## src/rtl/sd_cmd_pkg.sv

```systemverilog
package sd_cmd_pkg;
  typedef enum logic [1:0] {
    RSP_NONE        = 2'd0,
    RSP_SHORT       = 2'd1,
    RSP_SHORT_NOCRC = 2'd2,
    RSP_LONG        = 2'd3
  } rsp_kind_e;

  localparam int FRAME_BITS = 48;
  localparam int LONG_BITS  = 136;
  localparam logic [6:0] CRC7_POLY    = 7'h09;
  localparam logic [5:0] IDX_NO_ECHO  = 6'd41;
  localparam logic [7:0] LONG_HDR     = 8'h3F;

  function automatic logic [6:0] crc7_step(input logic [6:0] c, input logic b);
    logic fb;
    fb = c[6] ^ b;
    return {c[5:0], 1'b0} ^ (fb ? CRC7_POLY : 7'h00);
  endfunction

  function automatic logic [6:0] crc7_of40(input logic [39:0] d);
    logic [6:0] c;
    c = '0;
    for (int i = 39; i >= 0; i--) c = crc7_step(c, d[i]);
    return c;
  endfunction
endpackage

```

## src/rtl/sd_clk_gen.sv

```systemverilog
module sd_clk_gen #(
  parameter int HALF_DIV = 4
) (
  input  logic clk_i,
  input  logic rst_ni,
  input  logic en_i,
  output logic sd_clk_o,
  output logic rise_o,
  output logic fall_o
);
  localparam int CW = (HALF_DIV > 1) ? $clog2(HALF_DIV) : 1;

  logic [CW-1:0] cnt_q;
  logic          clk_q;
  logic          wrap;

  assign wrap     = (cnt_q == CW'(HALF_DIV - 1));
  assign rise_o   = en_i & wrap & ~clk_q;
  assign fall_o   = en_i & wrap & clk_q;
  assign sd_clk_o = clk_q;

  always_ff @(posedge clk_i or negedge rst_ni) begin
    if (!rst_ni) begin
      cnt_q <= '0;
      clk_q <= 1'b0;
    end else if (!en_i) begin
      cnt_q <= '0;
      clk_q <= 1'b0;
    end else if (wrap) begin
      cnt_q <= '0;
      clk_q <= ~clk_q;
    end else begin
      cnt_q <= cnt_q + CW'(1);
    end
  end

  assert_clk_parked_R11: assert property (@(posedge clk_i) disable iff (!rst_ni)
    !en_i |=> !sd_clk_o);
  assert_rise_tick_R1: assert property (@(posedge clk_i) disable iff (!rst_ni)
    rise_o |=> sd_clk_o);
endmodule

```

## src/rtl/sd_crc7_ser.sv

```systemverilog
module sd_crc7_ser (
  input  logic       clk_i,
  input  logic       rst_ni,
  input  logic       clr_i,
  input  logic       en_i,
  input  logic       bit_i,
  output logic [6:0] crc_o
);
  import sd_cmd_pkg::*;

  logic [6:0] crc_q;
  assign crc_o = crc_q;

  always_ff @(posedge clk_i or negedge rst_ni) begin
    if (!rst_ni)    crc_q <= '0;
    else if (clr_i) crc_q <= '0;
    else if (en_i)  crc_q <= crc7_step(crc_q, bit_i);
  end
endmodule

```

## src/rtl/sd_rsp_eval.sv

```systemverilog
module sd_rsp_eval (
  input  logic [1:0]   kind_i,
  input  logic [5:0]   idx_i,
  input  logic [135:0] frame_i,
  input  logic [6:0]   crc_calc_i,
  output logic         crc_bad_o,
  output logic         idx_bad_o
);
  import sd_cmd_pkg::*;

  always_comb begin
    crc_bad_o = 1'b0;
    idx_bad_o = 1'b0;
    unique case (rsp_kind_e'(kind_i))
      RSP_SHORT: begin
        crc_bad_o = (frame_i[7:1] != crc_calc_i);
        idx_bad_o = (idx_i != IDX_NO_ECHO) && (frame_i[47:40] != {2'b00, idx_i});
      end
      RSP_LONG: begin
        crc_bad_o = (frame_i[7:1] != crc_calc_i);
        idx_bad_o = (frame_i[135:128] != LONG_HDR);
      end
      default: ;
    endcase
  end
endmodule

```

## src/rtl/sd_cmd_engine.sv

```systemverilog
module sd_cmd_engine
  import sd_cmd_pkg::*;
#(
  parameter int HALF_DIV    = 4,
  parameter int TIMEOUT_CYC = 250000
) (
  input  logic         clk_i,
  input  logic         rst_ni,
  input  logic         start_i,
  input  logic [5:0]   cmd_idx_i,
  input  logic [31:0]  cmd_arg_i,
  input  logic [1:0]   rsp_kind_i,
  input  logic         cmd_i,
  output logic         sd_clk_o,
  output logic         cmd_o,
  output logic         cmd_oe_o,
  output logic         busy_o,
  output logic         done_o,
  output logic         ok_o,
  output logic         crc_err_o,
  output logic         idx_err_o,
  output logic         timeout_o,
  output logic [31:0]  rsp_arg_o,
  output logic [127:0] rsp_long_o
);
  localparam int TXC_W = $clog2(FRAME_BITS);
  localparam int RXC_W = $clog2(LONG_BITS + 1);
  localparam int TMO_W = $clog2(TIMEOUT_CYC + 1);

  typedef enum logic [2:0] {ST_IDLE, ST_PRE, ST_TX, ST_WAIT, ST_RX, ST_EVAL} state_e;

  state_e              state_q;
  rsp_kind_e           kind_q;
  logic [5:0]          idx_q;
  logic [FRAME_BITS-1:0] tx_sr;
  logic [TXC_W-1:0]    tx_cnt;
  logic [LONG_BITS-1:0] rx_sr;
  logic [RXC_W-1:0]    rx_cnt;
  logic [TMO_W-1:0]    tmo_cnt;
  logic                done_q, ok_q, crc_q, idx_q_err, tmo_q;
  logic [31:0]         arg_out_q;
  logic [127:0]        long_out_q;

  logic       sd_rise, sd_fall;
  logic       crc_clr, crc_en, sampling;
  logic [RXC_W-1:0] bit_k, rx_len;
  logic [6:0] crc_calc;
  logic       crc_bad, idx_bad, tmo_hit;
  logic [39:0] head40;

  assign busy_o     = (state_q != ST_IDLE);
  assign cmd_oe_o   = (state_q == ST_PRE) || (state_q == ST_TX);
  assign cmd_o      = (state_q == ST_TX) ? tx_sr[FRAME_BITS-1] : 1'b1;
  assign done_o     = done_q;
  assign ok_o       = ok_q;
  assign crc_err_o  = crc_q;
  assign idx_err_o  = idx_q_err;
  assign timeout_o  = tmo_q;
  assign rsp_arg_o  = arg_out_q;
  assign rsp_long_o = long_out_q;

  assign head40  = {2'b01, cmd_idx_i, cmd_arg_i};
  assign rx_len  = (kind_q == RSP_LONG) ? RXC_W'(LONG_BITS) : RXC_W'(FRAME_BITS);
  assign tmo_hit = (tmo_cnt == TMO_W'(TIMEOUT_CYC - 1));

  // reply bit k counted from the start bit
  assign sampling = sd_rise && (((state_q == ST_WAIT) && !cmd_i) || (state_q == ST_RX));
  assign bit_k    = (state_q == ST_WAIT) ? '0 : rx_cnt;
  assign crc_clr  = (state_q == ST_IDLE) && start_i;
  assign crc_en   = sampling && ((kind_q == RSP_LONG)
                    ? (bit_k >= RXC_W'(8) && bit_k < RXC_W'(128))
                    : (bit_k < RXC_W'(40)));

  sd_clk_gen #(.HALF_DIV(HALF_DIV)) u_clk (
    .clk_i   (clk_i),
    .rst_ni  (rst_ni),
    .en_i    (busy_o),
    .sd_clk_o(sd_clk_o),
    .rise_o  (sd_rise),
    .fall_o  (sd_fall)
  );

  sd_crc7_ser u_crc (
    .clk_i (clk_i),
    .rst_ni(rst_ni),
    .clr_i (crc_clr),
    .en_i  (crc_en),
    .bit_i (cmd_i),
    .crc_o (crc_calc)
  );

  sd_rsp_eval u_eval (
    .kind_i    (kind_q),
    .idx_i     (idx_q),
    .frame_i   (rx_sr),
    .crc_calc_i(crc_calc),
    .crc_bad_o (crc_bad),
    .idx_bad_o (idx_bad)
  );

  always_ff @(posedge clk_i or negedge rst_ni) begin
    if (!rst_ni) begin
      state_q    <= ST_IDLE;
      kind_q     <= RSP_NONE;
      idx_q      <= '0;
      tx_sr      <= '0;
      tx_cnt     <= '0;
      rx_sr      <= '0;
      rx_cnt     <= '0;
      tmo_cnt    <= '0;
      done_q     <= 1'b0;
      ok_q       <= 1'b0;
      crc_q      <= 1'b0;
      idx_q_err  <= 1'b0;
      tmo_q      <= 1'b0;
      arg_out_q  <= '0;
      long_out_q <= '0;
    end else begin
      done_q <= 1'b0;
      unique case (state_q)
        ST_IDLE: if (start_i) begin
          idx_q     <= cmd_idx_i;
          kind_q    <= rsp_kind_e'(rsp_kind_i);
          tx_sr     <= {head40, crc7_of40(head40), 1'b1};
          rx_sr     <= '0;
          ok_q      <= 1'b0;
          crc_q     <= 1'b0;
          idx_q_err <= 1'b0;
          tmo_q     <= 1'b0;
          state_q   <= ST_PRE;
        end
        ST_PRE: if (sd_fall) begin
          tx_cnt  <= '0;
          state_q <= ST_TX;
        end
        ST_TX: if (sd_fall) begin
          if (tx_cnt == TXC_W'(FRAME_BITS - 1)) begin
            tmo_cnt <= '0;
            if (kind_q == RSP_NONE) begin
              state_q <= ST_IDLE;
              done_q  <= 1'b1;
              ok_q    <= 1'b1;
            end else begin
              state_q <= ST_WAIT;
            end
          end else begin
            tx_sr  <= {tx_sr[FRAME_BITS-2:0], 1'b1};
            tx_cnt <= tx_cnt + TXC_W'(1);
          end
        end
        ST_WAIT, ST_RX: begin
          tmo_cnt <= tmo_cnt + TMO_W'(1);
          if (tmo_hit) begin
            state_q <= ST_IDLE;
            done_q  <= 1'b1;
            tmo_q   <= 1'b1;
          end else if (sampling) begin
            rx_sr <= {rx_sr[LONG_BITS-2:0], cmd_i};
            if (state_q == ST_WAIT) begin
              rx_cnt  <= RXC_W'(1);
              state_q <= ST_RX;
            end else if (rx_cnt == rx_len - RXC_W'(1)) begin
              state_q <= ST_EVAL;
            end else begin
              rx_cnt <= rx_cnt + RXC_W'(1);
            end
          end
        end
        ST_EVAL: begin
          state_q   <= ST_IDLE;
          done_q    <= 1'b1;
          crc_q     <= crc_bad;
          idx_q_err <= idx_bad;
          ok_q      <= !crc_bad && !idx_bad;
          if (kind_q == RSP_LONG) long_out_q <= rx_sr[127:0];
          else                    arg_out_q  <= rx_sr[39:8];
        end
        default: state_q <= ST_IDLE;
      endcase
    end
  end

  assert_cmd_on_fall_R1: assert property (@(posedge clk_i) disable iff (!rst_ni)
    !$stable(cmd_o) |-> $fell(sd_clk_o));
  assert_end_bit_R1: assert property (@(posedge clk_i) disable iff (!rst_ni)
    $fell(cmd_oe_o) |-> $past(cmd_o));
  assert_pre_high_R3: assert property (@(posedge clk_i) disable iff (!rst_ni)
    (start_i && !busy_o) |=> (cmd_oe_o && cmd_o));
  assert_done_pulse_R12: assert property (@(posedge clk_i) disable iff (!rst_ni)
    done_o |=> !done_o);
  assert_done_idle_R12: assert property (@(posedge clk_i) disable iff (!rst_ni)
    done_o |-> (!busy_o && $past(busy_o)));
  assert_no_drive_in_reply_R5: assert property (@(posedge clk_i) disable iff (!rst_ni)
    (state_q == ST_RX) |-> !cmd_oe_o);
endmodule

```

## config.mk

```make
export PLATFORM = sky130hd
export DESIGN_NAME = sd_cmd_engine
export DESIGN_NICKNAME = d
export VERILOG_FILES = /design/src/rtl/sd_cmd_pkg.sv /design/src/rtl/sd_clk_gen.sv /design/src/rtl/sd_crc7_ser.sv /design/src/rtl/sd_rsp_eval.sv /design/src/rtl/sd_cmd_engine.sv
export SDC_FILE = /design/constraint.sdc
export NUM_CORES = 1
export LEC_CHECK = 0
export CAP_MARGIN = 15
export CELL_PAD_IN_SITES_DETAIL_PLACEMENT = 1
export CELL_PAD_IN_SITES_GLOBAL_PLACEMENT = 2
export CORE_AREA = 2 2 223 225
export DETAILED_ROUTE_END_ITERATION = 6
export DIE_AREA = 0 0 225 227
export PLACE_DENSITY = 0.79
export SYNTH_ARGS = -nofsm -noshare
export SYNTH_HDL_FRONTEND = slang
export SYNTH_HIERARCHICAL = 1
export SYNTH_SLANG_ARGS = --single-unit
```

## constraint.sdc

```tcl
create_clock -name clk_i -period 2.9 [get_ports clk_i]
set_input_delay 0.58 -clock clk_i [delete_from_list [all_inputs] [get_ports clk_i]]
set_output_delay 0.58 -clock clk_i [all_outputs]
set_load 0.005 [all_outputs]
```

==> results of run 1 <==
## logic make-up (layout without fill, tap and decap cells)
logic type,Yosys count,after routing,synth area share [%]
compound gates,120,120,4.258
xor+xnor,89,89,6.228
fa+ha+maj,4,4,0.2897
buf+inv,104,368,2.339
flops,402,402,58.22
mux,168,168,10.91
simple gates,711,711,17.76
## per-stage QoR
step	hold slack, ns	setup TNS [ns]	std cells
global route	0.3760	0	2484
finish	0.3879	0	2484
floorplan	0.2844	0	1598
global placement	0.4256	-3.073	2399
CTS	0.4475	0	2483
detailed placement	0.4392	-3.877	2399
## repair_timing
| action | CTS | global route |
|---|---|---|
| hold endpoints to repair | 45 | 0 |
| hold buffers | 1 | 0 |
| buffers inserted | 1 | 1 |
| gates resized for setup | 3 | 4 |
| endpoints found under the setup margin | 1 | 7 |
| pin swaps | 1 | 3 |
## cell usage after synthesis, types with 5 or more instances
cell type  count  area, sq um
nand2_1      412         1546
dfrtp_1      402        10060
mux2_2       162         1824
nand3_1      155        775.7
clkbuf_1      82        307.8
nor2_1        82        307.8
a31oi_1       44        275.3
xor2_1        34        297.8
xnor2_1       33        289.0
o21ai_0       31        155.2
a21oi_1       17        85.08
nand2b_1      10        62.56
nand4_1        9        56.30
buf_2          8        40.04
xnor3_1        8        180.2
and3_1         7        43.79
buf_1          7        26.28
nor3_1         7        35.03
mux2i_1        6        60.06
o22ai_1        6        37.54
xnor3_2        6        142.6
inv_1          5        18.77
o31ai_1        5        37.54
## worst min-delay path: cells and delay by family
family | cells | cell delay (ns)
compound gates | 1 | 0.09
buf+inv | 1 | 0.17
simple gates | 1 | 0.08
## layout make-up
class / instances / area [sq um]
timing repair buffer: 280 / 2838
tap: 622 / 778.2
clock inverter: 20 / 215.2
inverter: 6 / 22.52
clock buffer: 62 / 1272
multi-input combinational: 1092 / 6888
fill: 5229 / 26470
sequential: 402 / 10060
## how the worst min path moves through the flow
stage / startpoint / endpoint / cells after the start
floorplan: rst_ni / crc_err_o / 0
detailed placement: u_clk/cnt_q[0] / u_clk/cnt_q[0] / 1
global route: cmd_arg_i[28] / tx_sr[36] / 3
global placement: u_clk/cnt_q[0] / u_clk/cnt_q[0] / 1
finish: cmd_arg_i[28] / tx_sr[36] / 3
CTS: u_clk/cnt_q[0] / u_clk/cnt_q[0] / 1
## power by group
part	switching [mW]	internal (mW)	leakage, nW
clock	2.33	3.43	0.730
sequential	0	5.61	5.37
combinational	0.613	0.798	4.73
## per-layer routing
metal	vias up	routed length, um	GRT usage, %
li1	5857	-	-
met4	0	924	5.277
met2	205	22060	30.37
met1	6336	20480	23.86
met5	-	0	0
met3	60	1833	3.304
## sequential cells by signal, indices dropped and copies added, names as in the netlist
register,cells
crc_err_o,1
done_o,1
idx_err_o,1
idx_q,6
kind_q,2
ok_o,1
rsp_arg_o,32
rsp_long_o,128
rx_cnt,8
rx_sr,136
state_q,3
timeout_o,1
tmo_cnt,18
tx_cnt,6
tx_sr,48
u_clk/cnt_q,2
u_clk/sd_clk_o,1
u_crc/crc_o,7
==> results list, run 1 <==
- Result of the run: finished clean
* Endpoint required time on the critical path: 2.32 ns
- The worst register-to-register path has a setup slack of 0.32 ns.
- Post-Synthesis Cell Area: 0.01728 sq mm
- After synthesis, the share of flip-flops with an asynchronous set or reset is 100.0%.
- Post-layout net count: 1,876
- TritonCTS clock tree: built
- Using the TritonRoute via totals, the vias-per-cell ratio works out to 5.015.
- For the worst setup path, the data arrival time is 2.25 ns.
- Count of synthesis-stage warnings from yosys: 6
- Setup violations remaining at the end of the flow were counted as 0.
- The average instance in the mapped netlist occupies 10.81 sq um.
* Slowest cell on the critical path: clkdlybuf4s50_1
* Final ANT Viol Nets: 0
- In this run, synthesis inferred 0 flip-flops with an integrated enable.
- Top achievable clock speed: 353.6 MHz
- Core box area: 0.04855 sq mm
- Distinct cell type count of the synthesized netlist: 60
* Detailed placement HPWL: 29.69 mm
- In this run the number of H-tree levels came out at 2.
* Most common library cell in the layout ignoring fill and taps: nand2_1
* Detailed-routing iteration count for the pre-antenna-repair pass: 5
- Counting every sink on the clock net gives 402.
- With fillers left out, the area of the finished cells amounts to 0.02207 sq mm.
- Weighted congestion reported at the end of routability-driven placement: 0.8152
* Start point of the critical path: state_q[0]
- Worst path depth: 4
* Total buffers and inverters traversed by the critical path: 2
* Die Area: 0.05108 sq mm
- The initial antenna violation count is 0.
- The number of endpoints with negative hold slack in the final report is 0.
- Average routed wire per standard cell: 18.23 um
- The analysis attributes to cell leakage a power of 10.83 nW.
- The number of global-route vias before repair is 13,280.
- The detailed router placed 12,460 vias in this run.
* First-pass GRT wire length: 73.79 mm
- At the later pin of the worst-skew pair, clock insertion delay measures 0.57 ns.
- # port buffers: 212
- Detailed router's first-iteration violation count: 645
- Cell count of the worst reg-to-reg path: 10
- Top flip-flop cell by instance count after synthesis: dfrtp_1
- Transition time at the pin with the least slew margin: 0.9431 ns
- Worst setup slack after layout: 0.07175 ns
* Dominant delay contributor by cell family on the critical path: simple AND/OR/NAND/NOR gates
- Along the worst path, the maximum fanout reaches 17.
- The most critical setup path has its endpoint at cmd_o.
* Aggregate global routing overflow: 0
* Count of pins on the block boundary: 213
- Horizontal die dimension: 225 um
- R2r startpoint: state_q[2]
- Class of the most critical setup path: flip-flop to primary output
- Unrepaired setup endpoints after global routing: false
- DIE HEIGHT: 227 um
- In the routed design, unresolved DRC markers number 0.
- Endpoint of the most critical register-to-register path: tmo_cnt[16]
* Gate count of the mapped netlist: 1,598
- Measured on the finished design, the core utilization comes to 45.47%.
- Number of rows in the core area: 81
* Top library cells by usage in the layout, fill and taps aside: 411 x nand2_1, 402 x dfrtp_1, 210 x clkdlybuf4s50_1, 162 x mux2_2, 154 x nand3_1
- Entering global routing, the biggest net connects 151 pins.
- Layout-stage area growth over the synthesis result: 27.76%
* Worst VDD drop: 0.3561 mV
- OpenSTA, run right after detailed placement, puts the worst setup slack at -0.6066 ns.
* Overall power: 12.78 mW
* Maxcap violations: 0
- The number of antenna diodes in the final layout is 0.
* Kind of end point of the critical path: primary output
- For this run, the register share of the synthesized area comes to 58.22%.
* Routed WL: 45.29 mm
- The largest single stage delay on the critical path is 0.45 ns.
- Ratio of cells with drive above 1 in the final layout: 17.83%
* Worst hold path type: primary input to flip-flop
* Element type at the critical path start: flip-flop
- Clock tree synthesis selected as its root buffer the cell clkbuf_16.
- Max-slew violations: 0
- Synthesis produced a netlist with a net count of 1,646.
- Clock-pin slew was measured on the worst setup and hold paths at 0.06 ns.
- Counting along the longest clock path gives a buffer depth of 3.
- Inserted Clock Buffers: 46
- The placed instances occupy a cell area of 0.02053 sq mm.
* Critical Path, Cell by Cell: buf_6 -> or3b_4 -> or2_2 -> clkdlybuf4s50_1
- Power density cells: 579.1 mW/mm^2
- In this run the tightest slew margin relative to its limit is 37.13%.
- Initial Utilization: 35.59%
- GR Util All Layers: 18.04%
* Time the worst path needs with I/O delays and setup: 2.828 ns
* Number of synthesized register bits: 402
- Final worst path period share: 97.53%
* Fin Clk Skew: 0.01489 ns
Power figures use the tool's default switching activity.
==> run 2, diff against run 1 <==
==> constraint.sdc (replaced) <==
create_clock -name clk_i -period 3.1 [get_ports clk_i]
set_input_delay 0.62 -clock clk_i [delete_from_list [all_inputs] [get_ports clk_i]]
set_output_delay 0.62 -clock clk_i [all_outputs]
set_load 0.005 [all_outputs]
==> results list, run 2 (synthesis gave the netlist of run 1 again) <==
- Die Area: 0.05108 sq mm (unchanged)
* CP peak stage delay: 0.49 ns (+0.04 ns)
* Horizontal die dimension: 225 um (unchanged)
- The number of violations reported at the end of detailed-routing iteration 0 was 657 (+1.9%).
* Total buffers and inverters traversed by the critical path: 2 (unchanged)
* Final ANT Viol Nets: 0 (unchanged)
- Final worst path period share: 97.45%
* Detail-routed via count per cell: 5.043 (+0.55%)
* Power density cells: 554.6 mW/mm^2 (-4.2%)
- The maximum buffer depth of the clock tree was 3 (unchanged).
* Ratio of cells with drive above 1 in the final layout: 17.53% (-0.30 points)
* Cts-stage hold buffer count: 0 (-1)
- Top achievable clock speed: 331.0 MHz
* Post-placement cell count: 2,401 (+0.083%)
- The leakage component of the power was 10.88 nW (+0.48%).
- Clock tree root driver cell: clkbuf_16
* Slowest cell on the critical path: dfrtp_1
- The routed wire length is 46.10 mm (+1.8%).
* Number of endpoints failing setup at the final stage: 0 (unchanged)
- Core box area: 0.04855 sq mm (unchanged)
- Worst hold path type: primary input to async pin
- The total number of vias is 12,520 (+0.47%).
* Unrepaired setup endpoints after global routing: false
- First-pass GRT wire length: 74.84 mm (+1.4%)
- Kind of end point of the critical path: primary output
* Aggregate global routing overflow: 0 (unchanged)
- Maxcap violations: 0 (unchanged)
- The initial core utilization is 35.59% (unchanged).
- The instance area after placement came to 0.02058 sq mm (+0.26%).
- The worst setup path is of the flip-flop to primary output kind.
- The worst endpoint data arrival time came to 2.40 ns (+0.15 ns).
- Critical Path, Cell by Cell: buf_4 -> or3b_1 -> or2_2 -> clkdlybuf4s50_1
- The flow ran to the end, and the final reports show no timing, DRC or antenna violations.
- Count of pins on the block boundary: 213 (unchanged)
* Dominant delay contributor by cell family on the critical path: buffers and inverters
- Number of design rule violations left after detail routing: 0 (unchanged)
- The worst setup path is launched from a flip-flop.
- Endpoint required time on the critical path: 2.48 ns (+0.16 ns)
* Inserted Clock Buffers: 46 (unchanged)
- Register name with the most flops: rx_sr
* Worst max-slew margin expressed relative to the limit: 49.54% (+12 points)
- Worst VDD drop: 0.3235 mV (-9.1%)
- TritonCTS built the clock tree.
- The vertical extent of the die was 227 um (unchanged).
- Post-layout net count: 1,875 (-0.053%)
- The clock transition at the registers of the reported paths came to 0.07 ns (about the same).
- The max-slew violation total from the final report came to 0 (unchanged).
- The worst slack on hold paths is 0.07468 ns (-0.3133 ns).
* Fin Clk Skew: 0.02146 ns (+0.006564 ns)
- The initial antenna violation count was 0 (unchanged).
- Layout-stage area growth over the synthesis result: 28.40%
- The placed wire-length estimate was 30.35 mm (+2.2%).
- The total negative slack for setup checks came to 0 ns (unchanged).
* Post-route design area: 0.02219 sq mm (+0.50%)
* Most common library cell in the layout ignoring fill and taps: nand2_1
- The post-cts resize count is 0 (-3).
- The cell row count is 81 (unchanged).
- Clock insertion delay at the later pin of the skew report: 0.57 ns (about the same)
* Detailed-routing iteration count for the pre-antenna-repair pass: 4 (-1)
* Deepest level of the CTS H-tree: 2 (unchanged)
* Max reg flops: 136 (unchanged)
- Transition time at the pin with the least slew margin: 0.7569 ns (-0.1861 ns)
- Critical-path maximum fanout: 10 (-7)
- Leaving out fill and tap cells, the most frequent cells in the layout are 411 x nand2_1, 402 x dfrtp_1, 211 x clkdlybuf4s50_1, 162 x mux2_2, 154 x nand3_1.
* Layout Cells excl Fill: 2,482 (-0.081%)
- The number of global-route vias before repair was 13,310 (+0.18%).
* Maximum number of pins on one net before global-route repair: 105 (-30%)
- GR Util All Layers: 18.37% (+0.33 points)
- Time the worst path needs with I/O delays and setup: 3.021 ns
- Overall power: 12.30 mW (-3.8%)
- The number of diodes was 0 (unchanged).
- The clock sink total is 402 (unchanged).
- Filler Cell Count: 5,223 (-0.11%)
- The number of endpoints with negative hold slack in the final report came to 0 (unchanged).
- The number of buffers added for setup after CTS was 0 (-1).
- Weighted congestion reported at the end of routability-driven placement: 0.8060 (-1.1%)
- The count of buffers from port buffering is 212 (unchanged).
- Average routed wire per standard cell: 18.57 um (+1.9%)
## run 2: cell count changes in the layout (fill, tap and decap cells not counted), sizes merged
cell           before  now
dlygate4sd3         1    0
clkbuf             62   70
clkdlybuf4s50     210  211
bufinv              4    7
clkinvlp            3    0
inv                 7    6
dlymetal6s2s        1    0
clkinv             12    4
## run 2: metal layers
metal | routed length (um) | global-route usage [%] | part of all wire (%)
met5 | 0 | 0 | 0
met4 | 815 | 5.020 | 1.8
met3 | 1826 | 3.420 | 4.0
met2 | 22400 | 30.66 | 49
met1 | 21060 | 24.62 | 46
## run 2: stage by stage
| stage | utilization [%] | setup slack [ns] |
|---|---|---|
| 3_3_place_gp | 42.39 | -0.3551 |
| 4_1_cts | 45.70 | 0.03687 |
| 2_1_floorplan | - | 0.2252 |
| 6_report | 45.70 | 0.07900 |
| 5_1_grt | 45.70 | 0.01351 |
| 3_5_place_dp | 42.39 | -0.4105 |
## run 2: path summary, 6_finish.rpt
kind / from / endpoint / slack [ns] / cells after the start
min in group clk_i: tx_sr[47] / tx_sr[47] / 0.47 / 2
max: state_q[0] / cmd_o / 0.08 / 4
min reg2reg: tx_sr[47] / tx_sr[47] / 0.47 / 2
max reg2reg: state_q[0] / tmo_cnt[16] / 0.54 / 10
min: rst_ni / u_crc/crc_o[2] / 0.07 / 1
max in group asynchronous: rst_ni / rsp_long_o[52] / 2.20 / 2
## run 2: final cells by class
cell class / instances / area [sq um] / share of cell area, %
clock buffer: 70 / 1373 / 6.187
clock inverter: 11 / 234.0 / 1.055
inverter: 6 / 22.52 / 0.1015
multi-input combinational: 1092 / 6863 / 30.93
sequential: 402 / 10060 / 45.34
tap: 622 / 778.2 / 3.508
timing repair buffer: 279 / 2855 / 12.87
## run 2: where the power goes
part / total, mW / leakage (nW) / internal [mW] / switching, mW
combinational: 1.27 / 4.72 / 0.728 / 0.542
sequential: 5.25 / 5.37 / 5.25 / 0
clock: 5.78 / 0.788 / 3.62 / 2.17
total: 12.3 / 10.9 / 9.59 / 2.71
